$ cat config.mk
export PLATFORM = sky130hd
export DESIGN_NAME = twr_slave
export DESIGN_NICKNAME = d
export VERILOG_FILES = /design/src/rtl/twr_pkg.sv /design/src/rtl/twr_sync.sv /design/src/rtl/twr_cond.sv /design/src/rtl/twr_fsm.sv /design/src/rtl/twr_slave.sv
export SDC_FILE = /design/constraint.sdc
export NUM_CORES = 1
export LEC_CHECK = 0
export ABC_AREA = 1
export CORE_MARGIN = 4
export CORE_UTILIZATION = 25
export DETAILED_ROUTE_END_ITERATION = 8
export DONT_BUFFER_PORTS = 1
export SLEW_MARGIN = 20
export SYNTH_ARGS = -nofsm -noshare
export SYNTH_HDL_FRONTEND = slang
export SYNTH_SLANG_ARGS = --single-unit
$ cat constraint.sdc
create_clock -name clk_i -period 1.7 [get_ports clk_i]
set_input_delay 0.34 -clock clk_i [delete_from_list [all_inputs] [get_ports clk_i]]
set_output_delay 0.34 -clock clk_i [all_outputs]
set_load 0.02 [all_outputs]
$ cat src/rtl/twr_pkg.sv
package twr_pkg;
  typedef enum logic [2:0] {
    ST_IDLE,
    ST_DEV,
    ST_PTR,
    ST_WDATA,
    ST_RFIRST,
    ST_RDATA,
    ST_SKIP
  } twr_state_e;
endpackage

$ cat src/rtl/twr_sync.sv
module twr_sync #(
  parameter int   STAGES  = 2,
  parameter logic RST_VAL = 1'b1
) (
  input  logic clk_i,
  input  logic rst_ni,
  input  logic d_i,
  output logic q_o
);
  logic [STAGES-1:0] pipe_q;

  always_ff @(posedge clk_i or negedge rst_ni) begin
    if (!rst_ni) pipe_q <= {STAGES{RST_VAL}};
    else         pipe_q <= {pipe_q[STAGES-2:0], d_i};
  end

  assign q_o = pipe_q[STAGES-1];
endmodule

$ cat src/rtl/twr_cond.sv
module twr_cond (
  input  logic clk_i,
  input  logic rst_ni,
  input  logic scl_s_i,
  input  logic sda_s_i,
  output logic scl_rise_o,
  output logic scl_fall_o,
  output logic start_o,
  output logic stop_o
);
  logic scl_p_q, sda_p_q;

  always_ff @(posedge clk_i or negedge rst_ni) begin
    if (!rst_ni) begin
      scl_p_q <= 1'b1;
      sda_p_q <= 1'b1;
    end else begin
      scl_p_q <= scl_s_i;
      sda_p_q <= sda_s_i;
    end
  end

  assign scl_rise_o = !scl_p_q && scl_s_i;
  assign scl_fall_o = scl_p_q && !scl_s_i;
  // data edges with clock high in both samples
  assign start_o    = scl_p_q && scl_s_i && sda_p_q && !sda_s_i;
  assign stop_o     = scl_p_q && scl_s_i && !sda_p_q && sda_s_i;
endmodule

$ cat src/rtl/twr_fsm.sv
module twr_fsm
  import twr_pkg::*;
#(
  parameter logic [6:0] DEV_ADDR = 7'h12,
  parameter int         ADDR_W   = 8
) (
  input  logic              clk_i,
  input  logic              rst_ni,
  input  logic              sda_s_i,
  input  logic              scl_rise_i,
  input  logic              scl_fall_i,
  input  logic              start_i,
  input  logic              stop_i,
  input  logic [7:0]        reg_rdata_i,
  output logic              ack_o,
  output logic              reg_we_o,
  output logic [ADDR_W-1:0] reg_addr_o,
  output logic [7:0]        reg_wdata_o
);
  localparam logic [7:0] WR_CODE = {DEV_ADDR, 1'b0};
  localparam logic [7:0] RD_CODE = {DEV_ADDR, 1'b1};
  localparam logic [3:0] ACK_IDX = 4'd8;

  twr_state_e        st_q;
  logic [3:0]        idx_q;
  logic [7:0]        sh_q, rd_q, wd_q;
  logic [ADDR_W-1:0] ptr_q;
  logic              ack_q, pend_q, we_q;
  logic [7:0]        byte_in;

  assign byte_in = {sh_q[6:0], sda_s_i};

  always_ff @(posedge clk_i or negedge rst_ni) begin
    if (!rst_ni) begin
      st_q   <= ST_IDLE;
      idx_q  <= '0;
      sh_q   <= '0;
      rd_q   <= '0;
      wd_q   <= '0;
      ptr_q  <= '0;
      ack_q  <= 1'b0;
      pend_q <= 1'b0;
      we_q   <= 1'b0;
    end else begin
      we_q <= 1'b0;
      // pointer steps the cycle after the strobe
      if (we_q) ptr_q <= ptr_q + 1'b1;
      if (start_i) begin
        st_q   <= ST_DEV;
        idx_q  <= '0;
        ack_q  <= 1'b0;
        pend_q <= 1'b0;
      end else if (stop_i) begin
        st_q   <= ST_IDLE;
        idx_q  <= '0;
        ack_q  <= 1'b0;
        pend_q <= 1'b0;
      end else if (st_q != ST_IDLE) begin
        if (scl_rise_i) begin
          if (idx_q == ACK_IDX) begin
            idx_q <= '0;
            case (st_q)
              ST_RFIRST: begin
                rd_q <= reg_rdata_i;
                st_q <= ST_RDATA;
              end
              ST_RDATA: begin
                if (!sda_s_i) rd_q <= reg_rdata_i;
                else          st_q <= ST_SKIP;
              end
              default: ;
            endcase
          end else begin
            idx_q <= idx_q + 1'b1;
            sh_q  <= byte_in;
            if (idx_q == 4'd0 && st_q != ST_RDATA) ack_q <= 1'b0;
            if (idx_q == 4'd7) begin
              case (st_q)
                ST_DEV: begin
                  if (byte_in == WR_CODE) begin
                    st_q   <= ST_PTR;
                    pend_q <= 1'b1;
                  end else if (byte_in == RD_CODE) begin
                    st_q   <= ST_RFIRST;
                    pend_q <= 1'b1;
                  end else begin
                    st_q <= ST_SKIP;
                  end
                end
                ST_PTR: begin
                  ptr_q  <= ADDR_W'(byte_in);
                  st_q   <= ST_WDATA;
                  pend_q <= 1'b1;
                end
                ST_WDATA: begin
                  we_q   <= 1'b1;
                  wd_q   <= byte_in;
                  pend_q <= 1'b1;
                end
                ST_RDATA: ptr_q <= ptr_q + 1'b1;
                default: ;
              endcase
            end
          end
        end else if (scl_fall_i) begin
          if (idx_q == ACK_IDX) begin
            if (pend_q) begin
              ack_q  <= 1'b1;
              pend_q <= 1'b0;
            end else if (st_q == ST_RDATA) begin
              ack_q <= 1'b0;
            end
          end else if (st_q == ST_RDATA) begin
            ack_q <= ~rd_q[~idx_q[2:0]];
          end
        end
      end
    end
  end

  assign ack_o       = ack_q;
  assign reg_we_o    = we_q;
  assign reg_addr_o  = ptr_q;
  assign reg_wdata_o = wd_q;
endmodule

$ cat src/rtl/twr_slave.sv
module twr_slave #(
  parameter logic [6:0] DEV_ADDR    = 7'h12,
  parameter int         ADDR_W      = 8,
  parameter int         SYNC_STAGES = 2
) (
  input  logic              clk_i,
  input  logic              rst_ni,
  input  logic              scl_i,
  input  logic              sda_i,
  output logic              ack_o,
  output logic              reg_we_o,
  output logic [ADDR_W-1:0] reg_addr_o,
  output logic [7:0]        reg_wdata_o,
  input  logic [7:0]        reg_rdata_i
);
  localparam int NLINES = 2;

  logic [NLINES-1:0] line_raw, line_s;
  logic scl_s, sda_s, scl_rise, scl_fall, start_det, stop_det;

  assign line_raw = {scl_i, sda_i};

  for (genvar g = 0; g < NLINES; g++) begin : g_sync
    twr_sync #(.STAGES(SYNC_STAGES), .RST_VAL(1'b1)) u_sync (
      .clk_i (clk_i),
      .rst_ni(rst_ni),
      .d_i   (line_raw[g]),
      .q_o   (line_s[g])
    );
  end

  assign scl_s = line_s[1];
  assign sda_s = line_s[0];

  twr_cond u_cond (
    .clk_i     (clk_i),
    .rst_ni    (rst_ni),
    .scl_s_i   (scl_s),
    .sda_s_i   (sda_s),
    .scl_rise_o(scl_rise),
    .scl_fall_o(scl_fall),
    .start_o   (start_det),
    .stop_o    (stop_det)
  );

  twr_fsm #(.DEV_ADDR(DEV_ADDR), .ADDR_W(ADDR_W)) u_fsm (
    .clk_i      (clk_i),
    .rst_ni     (rst_ni),
    .sda_s_i    (sda_s),
    .scl_rise_i (scl_rise),
    .scl_fall_i (scl_fall),
    .start_i    (start_det),
    .stop_i     (stop_det),
    .reg_rdata_i(reg_rdata_i),
    .ack_o      (ack_o),
    .reg_we_o   (reg_we_o),
    .reg_addr_o (reg_addr_o),
    .reg_wdata_o(reg_wdata_o)
  );
endmodule

== Word-level counts from Yosys, hierarchy flattened ==
Index checks and enable logic that the tools add are counted.
Cells by class
  $add $sub $neg: 2
  $lt $le $gt $ge: 1
  equality and inequality tests: 17
  mux-type cells: 57
  bitwise gates (word level): 5
  reductions and logical operators: 32
Operator list (number)
  $mux W8: 8
  $pmux W8 S2: 2
  $mux W1: 29
  $mux W3: 8
  $reduce_and A7 Y1: 3
  $mux W4: 5
  $reduce_bool A5 Y1: 4
  $eq A8 B6 Y1 const B: 2
  $pmux W3 S2: 2
  $reduce_and A6 Y1: 2
  $reduce_bool A4 Y1: 3
  $ne A5 B5 Y1 const B: 2
  $reduce_bool A3 Y1: 3
  $add A8 B1 Y8 const B: 1
  $logic_and A1 B1 Y1: 8
  $ne A4 B1 Y1 const B: 2
  $eq A3 B2 Y1 const B: 2
  $eq A3 B3 Y1 const B: 2
  $ne A6 B3 Y1 const B: 1
  $reduce_and A5 Y1: 1
  $add A4 B1 Y4 const B: 1
  $eq A4 B3 Y1 const B: 1
  $eq A4 B4 Y1 const B: 1
  $logic_not A1 Y1: 4
  14 further kinds: 17
Word-level totals
  register bits after elaboration: 47
  input bits: 12
  output and inout port bits: 18
  word-level logic and storage cells: 127

== Depth between registers and ports, before layout ==
Gate-level depths: netlist (run 1).
  depth in word-level cells: 11
  mapped depth: 11
  gate-level depth less buffers: 11

== By module ==
Synthesis (run 1) repeated with hierarchy kept, for this count alone.
Second synthesis, totals
  cells, all modules: 322
  area, all modules: 2627.5 um^2
By module, submodules not included
  twr_fsm: instances 1, cells each 305, area each 2428.6 um^2, sequential area each 1026.0 um^2
  twr_sync: instances 2, cells each 2, area each 52.6 um^2, sequential area each 52.6 um^2
  twr_cond: instances 1, cells each 13, area each 93.8 um^2, sequential area each 52.6 um^2

== Worst setup path after synthesis (run 1) ==
Ideal clock, no wire load.
  path kind: reg2reg
  start: register u_fsm.idx_q[0]
  end: register u_fsm.rd_q[6]
  library setup time: 0.119 ns
  data arrival time: 1.546 ns
  required time: 1.581 ns
  slack: 0.035 ns
  cell stages (with the launch flop): 10
  buffers on the path: 0
  clock period less this slack: 1.665 ns
  cells stage by stage: dfrtp_1 > inv_1 > ha_1 > nand2_2 > nor2_8 > nand2_2 > a21oi_4 > nand2_4 > nor2_2 > a21oi_2
Between the ends
  cells in the longest elaborated chain, start to end: 2
RTL lines
  start: declaration: RTL line twr_fsm.sv:25  | logic [3:0] idx_q;
  start signal: assignment: RTL line twr_fsm.sv:74  | idx_q <= idx_q + 1'b1;
  $eq A4 B4 Y1: RTL line twr_fsm.sv:60  | if (idx_q == ACK_IDX) begin
  $reduce_and A7 Y1 (no line)
  end signal: assignment: RTL line twr_fsm.sv:64  | rd_q <= reg_rdata_i;
  end signal: assignment: RTL line twr_fsm.sv:68  | if (!sda_s_i) rd_q <= reg_rdata_i;
  end: declaration: RTL line twr_fsm.sv:26  | logic [7:0] sh_q, rd_q, wd_q;
No other way between the ends.
A chain may end at the register's enable or synchronous reset.

== Final worst setup path (run 1) ==
  start: register g_sync[1].u_sync.pipe_q[1]
  end: register u_fsm.idx_q[0]
Between the ends
  cells in the longest elaborated chain, start to end: 5
  elaborated cells between the ends (all ways): 11
  classes of those cells: mux (2); reduce/logical (9)
RTL lines
  start: declaration: RTL line twr_sync.sv:10  | logic [STAGES-1:0] pipe_q;
  start signal: assignment: RTL line twr_sync.sv:13  | if (!rst_ni) pipe_q <= {STAGES{RST_VAL}};
  start signal: assignment: RTL line twr_sync.sv:14  | else pipe_q <= {pipe_q[STAGES-2:0], d_i};
  $logic_and A1 B1 Y1: RTL line twr_cond.sv:26, twr_cond.sv:27
  $logic_and A1 B1 Y1 (on tied branches) (2 in series): RTL line twr_cond.sv:26, twr_cond.sv:27
  $reduce_bool A3 Y1 (no line) or $mux W4 (tied branches)
  $reduce_and A2 Y1 (no line) or $mux W4 (tied branches)
Several ways; a longest one is shown, not always the timed one.

==> metrics.md, run 1 <==
| Metric | Value |
|---|---|
| Outcome | `finished clean` |
| Psw | `1366 uW` |
| Leak pwr | `0.001543 uW` |
| Startpoint types | `flop` |
| FMAX | `608.4 MHz` |
| Clk_lat worst skew | `0.31 ns` |
| Final worst slack | `0.05634 ns` |
| DIE WIDTH | `110.4 um` |
| Root Driver | `clkbuf_8` |
| Unrepaired setup endpoints after global routing | `true` |
| First-pass GRT wire length | `10,650 um` |
| Dominant cell type by area after synthesis | `dfrtp_1` |
| Sequential fraction of the synthesis area | `45.11%` |
| ANT nets after route | `0` |
| Critical path buffers and inverters | `3` |
| TritonCTS buffer count | `5` |
| Sw frac | `37.69%` |
| Worst vdd ir | `0.5071 mV` |
| Share of cells above drive strength 1 | `26.78%` |
| Critical path arrival | `1.88 ns` |
| Port Buf Inserts | `0` |
| HP Class | `in2reg` |
| Initial Utilization | `25.53%` |
| Number of setup violations in the final report | `0` |
| Top_reg_cell synth | `dfrtp_1` |
| Fin util | `32.14%` |
| Count leader, synth | `nand2_1` |
| DR WL/cell | `12.38 um` |
| DRC viols | `0` |
| RePlAce Congestion | `0.8519` |
| Synth Register Bits | `47` |
| Vias/cell | `4.490` |
| TritonCTS clock tree | `built` |
| H-tree Lvls | `2` |
| Post-Synth Adder-Cell Area | `2.384%` |
| Post-Place Cell Area | `3028 sq um` |
| Period utilization | `96.69%` |
| Synth top area cells | `dfrtp_1 (39%), nand2_1 (14%), nand3_1 (6.5%), dfstp_2 (6.0%), inv_1 (3.7%)` |
| CP Capture Type | `flop` |
| Post-synthesis compound-gate area fraction | `11.83%` |
| Minimum clock period | `1.644 ns` |
| Worst hold slack | `0.1595 ns` |
| CP Cell Sequence | `ha_4 -> inv_1 -> o21ai_2 -> nand2_2 -> nand2_4 -> buf_4 -> buf_4 -> nand3_1 -> o21ai_0` |
| Largest family of logic cells by synthesized area | `simple AND/OR/NAND/NOR gates` |
| Post-Route Setup TNS | `0 ns` |
| 1st-iter DRT viols | `176` |
| Area growth, synth to finish | `25.89%` |
| Remaining Overflow, GRT | `0` |
| Critical path's largest stage delay | `0.57 ns` |
| Clk pwr share | `24.1%` |
| Site row count | `37` |
| Mux cell area share after synthesis | `0.7630%` |
| Final net count | `382` |
| Global Route Usage Sum | `10.45%` |
| Worst-case clock buffer depth | `2` |
| Worst-path clk slew | `0.09 ns` |
| Pint | `2258 uW` |
| Pre-Repair DR Iteration Count | `4` |
| Crit-path max FO | `5` |
| Post-synthesis xor/xnor area fraction | `2.003%` |
| Final wirelength | `6213 um` |
| Worst-Margin Slew | `0.3689 ns` |
| Final Cell Area | `3303 sq um` |
| Setup WS pre-CTS | `-0.05088 ns` |
| CTS sink cnt | `47` |
| Die area | `12,200 sq um` |
| Mapped Cells | `323` |
| Synth Cell Area | `2624 sq um` |
| Post-Synth Simple-Gate Area | `31.81%` |
| Worst slew margin | `75.41%` |
| Syn avg cell area | `8.123 sq um` |
| Final hold violations | `0` |
| Power Dens Cells | `1097 nW/um^2` |
| Number of synthesized flops with an enable pin | `0` |
| Post-synth top cells | `nand2_1 (101), dfrtp_1 (41), nand3_1 (34)` |
| Synth async-reset ratio | `100.0%` |
| Clock Skew | `0.004557 ns` |
| Largest net degree at the start of global routing | `48` |
| HPWL after DPL | `4576 um` |
| Vias in the first global route | `2,254` |
| Max-slew violation count | `0` |
| N_diodes | `0` |
| Vias | `2,254` |
| Initial antenna violation count | `0` |
| Setup CP Type | `reg2reg` |
| CP max-delay cell | `dfstp_2` |
| Die height | `110.4 um` |
| CP top delay family | `flip-flops` |
| Sequential share of power | `42.1%` |
| Comb power frac | `33.8%` |
| Yosys cell types | `35` |
| Placeable Area | `10,280 sq um` |
| # IOs | `30` |
| Max-cap viol count | `0` |
| Synth Warn # | `0` |
| CP most frequent cell | `buf_4` |
| Net Count, Synth | `340` |
| WP data required | `1.94 ns` |
| Post-synth top area share | `39.10%` |
cells in the final DEF (no fill, tap or decap), drive strengths merged:
master | synthesis | routed
nand2 | 109 | 110
buf | 5 | 37
clkinv | 0 | 1
dfstp | 6 | 6
o22ai | 6 | 6
ha | 5 | 5
nand3 | 37 | 37
nor3 | 4 | 4
nor2 | 23 | 23
dfrtp | 41 | 41
o211ai | 2 | 2
a21oi | 10 | 10
clkbuf | 1 | 6
o21ai | 28 | 28
nand4 | 3 | 3
mux2i | 2 | 2
xor2 | 5 | 5
xnor2 | 1 | 1
inv | 31 | 31
nand3b | 1 | 1
a22oi | 3 | 3
bufinv | 0 | 1
dlygate4sd3 | 0 | 3
power by group through the flow:
| stage | Clock (uW) | Combinational [uW] | Sequential (uW) |
|---|---|---|---|
| 3_3_place_gp | 0 | 1110 | 1530 |
| 4_1_cts | 902 | 1150 | 1520 |
| 2_1_floorplan | 0 | 776 | 1500 |
| 6_report | 875 | 1220 | 1530 |
| 3_5_place_dp | 0 | 1110 | 1540 |
| 5_1_grt | 948 | 1400 | 1550 |
registers in the layout, summed over array words and instances, names as in the netlist:
signal	flops
u_fsm.reg_we_o	1
u_fsm.reg_wdata_o	8
u_fsm.st_q	3
u_fsm.reg_addr_o	8
u_cond.scl_p_q	1
u_fsm.idx_q	4
u_cond.sda_p_q	1
u_fsm.sh_q	7
u_fsm.pend_q	1
u_fsm.ack_o	1
g_sync.u_sync.pipe_q	4
u_fsm.rd_q	8
cells by family (layout without fill, tap and decap cells):
| kind of cell | count (synthesis) | after routing |
|---|---|---|
| adders and majority gates | 5 | 5 |
| and+or+nand+nor | 177 | 178 |
| muxes | 2 | 2 |
| xor gates and xnor gates | 6 | 6 |
| buffers and inverters | 37 | 79 |
| AOI/OAI and AO/OA | 49 | 49 |
| DFF | 47 | 47 |
final timing paths:
| path | from | to | slack, ns | cells past startpoint |
|---|---|---|---|---|
| setup / recovery | g_sync[1].u_sync.pipe_q[1]$_DFF_PN1_ | u_fsm.idx_q[0]$_DFFE_PN0P_ | 0.06 | 9 |
| max in group asynchronous | rst_ni | u_cond.scl_p_q$_DFF_PN1_ | 0.90 | 2 |
| min in group asynchronous | rst_ni | u_fsm.reg_wdata_o[3]$_DFFE_PN0P_ | 0.52 | 2 |
| hold / removal | reg_rdata_i[4] | u_fsm.rd_q[4]$_DFFE_PN0P_ | 0.16 | 2 |
| setup reg to reg | g_sync[1].u_sync.pipe_q[1]$_DFF_PN1_ | u_fsm.idx_q[0]$_DFFE_PN0P_ | 0.06 | 9 |
| hold reg to reg | g_sync[0].u_sync.pipe_q[0]$_DFF_PN1_ | g_sync[0].u_sync.pipe_q[1]$_DFF_PN1_ | 0.36 | 0 |
metrics by stage:
stage	instances	power, uW
finish	502	3624
global route	502	3899
CTS	495	3571
detailed placement	485	2649
global placement	485	2637
floorplan	323	2274
per-layer routing:
metal  vias to the layer above  global-route usage, %  wire length [um]
met3                        10                  1.644               270
li1                       1146                      -                 -
met1                      1053                  13.17              2882
met2                        45                  17.07              2913
met5                         -                      0                 0
met4                         0                  5.665               147
what timing repair did:
| item | CTS | global route |
|---|---|---|
| pin swaps | 0 | 10 |
| endpoints found under the hold margin | 47 | 2 |
| hold buffers | 2 | 2 |
| resized for setup | 1 | 18 |
| endpoints found under the setup margin | 6 | 36 |
| setup buffers | 0 | 4 |
| gates cloned | 0 | 1 |
worst reg2reg max path, cell delays in order, from the launching register on:
cell	delay, ns
dfstp_2	0.57
ha_4	0.15
inv_1	0.04
o21ai_2	0.17
nand2_2	0.15
nand2_4	0.12
buf_4	0.11
buf_4	0.12
nand3_1	0.07
o21ai_0	0.08
cell type report:
class                           instances  area (sq um)
Fill cell                            1098          6974
Multi-Input combinational cell        240          1350
Tap cell                              136         170.2
Clock buffer                            6         82.58
Sequential cell                        47          1184
Timing Repair Buffer                   40         365.4
Clock inverter                          2         35.03
Inverter                               31         116.4
Note: power is estimated with default switching activity, not from simulation.
==> inputs of run 2 (changes only) <==
--- a/config.mk
+++ b/config.mk
@@ -6,7 +6,6 @@
 export NUM_CORES = 1
 export LEC_CHECK = 0
 export ABC_AREA = 1
-export CORE_MARGIN = 4
 export CORE_UTILIZATION = 25
 export DETAILED_ROUTE_END_ITERATION = 8
 export DONT_BUFFER_PORTS = 1
==> run 2 against run 1 <==
Combinational power up 7%. Critical path depth unchanged. Count of clock-buffer cells in the layout down 1. Worst hold slack worse by 0.14 ns. Sequential share of layout area up 0.15 points. Highest routed layer unchanged.
==> metrics.md, run 2 (synthesis results as in run 1) <==
| Metric | Value |
|---|---|
| Clk_lat worst skew | `0.31 ns` |
| DIE WIDTH | `104.4 um` |
| DR WL/cell | `11.99 um` |
| Beginning of the worst hold path | `sda_i` |
| FMAX | `614.7 MHz` |
| Critical path arrival | `1.86 ns` |
| Final hold violations | `0` |
| Unrepaired setup endpoints after global routing | `true` |
| N_diodes | `0` |
| Port Buf Inserts | `0` |
| Die height | `104.4 um` |
| Largest net degree at the start of global routing | `48` |
| TritonCTS clock tree | `built` |
| Crit-path max FO | `15` |
| Final net count | `387` |
| Worst r2r path cells | `9` |
| WP data required | `1.93 ns` |
| Worst-Margin Slew | `0.3698 ns` |
| Hold EP | `g_sync[0].u_sync.pipe_q[0]$_DFF_PN1_` |
| Placeable Area | `10,230 sq um` |
| Site row count | `37` |
| Initial Utilization | `25.65%` |
| Vias in the first global route | `2,206` |
| HPWL after DPL | `4555 um` |
| Global Route Usage Sum | `11.75%` |
| ANT nets after route | `0` |
| Worst-path clk slew | `0.09 ns` |
| Minimum clock period | `1.627 ns` |
| CP Capture Type | `flop` |
| Share of cells above drive strength 1 | `27.22%` |
| Fill cell count | `1,056` |
| Die area | `10,910 sq um` |
| Outcome | `finished clean` |
| Period utilization | `95.69%` |
| Hold Path Stages | `0` |
| Worst vdd ir | `0.5515 mV` |
| Pre-Repair DR Iteration Count | `4` |
| Setup CP Type | `reg2reg` |
| Reg-to-reg startpoint | `g_sync[1].u_sync.pipe_q[1]$_DFF_PN1_` |
| Sequential cell area | `1184 sq um` |
| Worst slew margin | `75.35%` |
| 1st-iter DRT viols | `173` |
| Area of the multi-input gates | `1323 sq um` |
| Non-filler cells in the finished layout | `507` |
| CTS sink cnt | `47` |
| Most frequent cells in the layout | `nand2_1 (99), buf_4 (42), dfrtp_1 (41), nand3_1 (33), inv_1 (24)` |
| Placed Cells | `486` |
| Max-cap viol count | `0` |
| TritonCTS buffer count | `5` |
| Root Driver | `clkbuf_8` |
| Leak pwr | `0.001564 uW` |
| DRC viols | `0` |
| R2R Setup Slk | `0.07 ns` |
| Power Dens Cells | `1109 nW/um^2` |
| # IOs | `30` |
| H-tree Lvls | `2` |
| Worst-case clock buffer depth | `2` |
| Worst hold slack | `0.01989 ns` |
| Area growth, synth to finish | `25.37%` |
| Vias/cell | `4.503` |
| Startpoint types | `flop` |
| Final wirelength | `6078 um` |
| Clock Skew | `0.008149 ns` |
| First-pass GRT wire length | `10,290 um` |
| Remaining Overflow, GRT | `0` |
| Crit Reg-Reg Endpoint | `u_fsm.sh_q[5]$_DFFE_PN0P_` |
| RePlAce Congestion | `0.8819` |
| HP Class | `in2reg` |
| Most common cell after layout, fill and taps aside | `nand2_1` |
| Initial antenna violation count | `0` |
| Number of setup violations in the final report | `0` |
| Vias | `2,283` |
| Max-slew violation count | `0` |
[run 2: cell count changes in the layout (fill, tap and decap cells not counted), sizes merged]
cell | before | now
clkinv | 1 | 2
clkbuf | 6 | 5
nand2 | 110 | 109
buf | 37 | 45
dlygate4sd3 | 3 | 1
[run 2: cell type report]
type / instances / share of cell area (%)
clock buffer: 5 / 2.092
clock inverter: 3 / 1.331
inverter: 31 / 3.537
multi-input combinational: 239 / 40.21
sequential: 47 / 35.98
tap: 136 / 5.173
timing repair buffer: 46 / 11.68
[run 2: worst max-delay path: stages (launching register included)]
cell     delay [ns]
dfstp_2        0.54
ha_2           0.19
inv_1          0.04
o21ai_1        0.14
nand2_2        0.13
buf_4          0.16
nand4_2        0.08
buf_12         0.14
nand2_1        0.05
o21ai_0        0.08
[run 2: worst max-delay path by stage]
stage | startpoint | end | slack (ns) | cells after the start
6_report | g_sync[1].u_sync.pipe_q[1]$_DFF_PN1_ | u_fsm.sh_q[5]$_DFFE_PN0P_ | 0.07 | 9
3_5_place_dp | g_sync[1].u_sync.pipe_q[1]$_DFF_PN1_ | u_fsm.st_q[1]$_DFFE_PN0P_ | -0.06 | 9
2_1_floorplan | u_fsm.idx_q[0]$_DFFE_PN0P_ | u_fsm.rd_q[6]$_DFFE_PN0P_ | 0.04 | 9
4_1_cts | g_sync[1].u_sync.pipe_q[1]$_DFF_PN1_ | u_fsm.reg_wdata_o[0]$_DFFE_PN0P_ | -0.002 | 8
3_3_place_gp | g_sync[1].u_sync.pipe_q[1]$_DFF_PN1_ | u_fsm.st_q[1]$_DFFE_PN0P_ | -0.01 | 9
5_1_grt | u_fsm.idx_q[1]$_DFFE_PN0P_ | u_fsm.st_q[1]$_DFFE_PN0P_ | -0.03 | 10
[run 2: per-stage QoR]
step	instance area [sq um]	setup TNS, ns	setup WS, ns	utilization (%)	power (uW)
2_1_floorplan	2624	0	0.03507	-	2274
3_3_place_gp	3010	-0.01243	-0.01017	29.42	2633
3_5_place_dp	3010	-0.2096	-0.05905	29.42	2652
4_1_cts	3166	-0.002441	-0.002441	30.94	3541
5_1_grt	3289	-0.07595	-0.03216	32.15	3903
6_report	3289	0	0.07325	32.15	3648
[run 2: metal layers]
layer | routed length (um) | vias up | part of all wire [%] | track usage, %
met5 | 0 | - | 0 | 0
met3 | 265 | 6 | 4.4 | 2.256
li1 | - | 1150 | - | -
met1 | 2773 | 1090 | 46 | 15.07
met2 | 2936 | 37 | 48 | 18.97
met4 | 102 | 0 | 1.7 | 5.510
[run 2: timing repair]
item	4_1_cts	5_1_grt
setup endpoints to repair	5	32
pin swaps	0	7
hold buffers	2	0
endpoints found under the hold margin	47	0
setup buffers	0	11
resized for setup	2	11
[run 2: power by group]
part | switching (uW) | leakage [uW] | internal [uW] | total (uW)
clock | 404 | 0.0000581 | 438 | 842
combinational | 769 | 0.000924 | 526 | 1300
sequential | 203 | 0.000582 | 1310 | 1510
==> inputs of run 3 (changes only) <==
--- a/config.mk
+++ b/config.mk
@@ -7,6 +7,7 @@
 export LEC_CHECK = 0
 export ABC_AREA = 1
 export CORE_UTILIZATION = 25
+export CTS_CLUSTER_SIZE = 25
 export DETAILED_ROUTE_END_ITERATION = 8
 export DONT_BUFFER_PORTS = 1
 export SLEW_MARGIN = 20
==> results of run 3 <==
Final layout, timing and power as in run 2 (identical DEF).
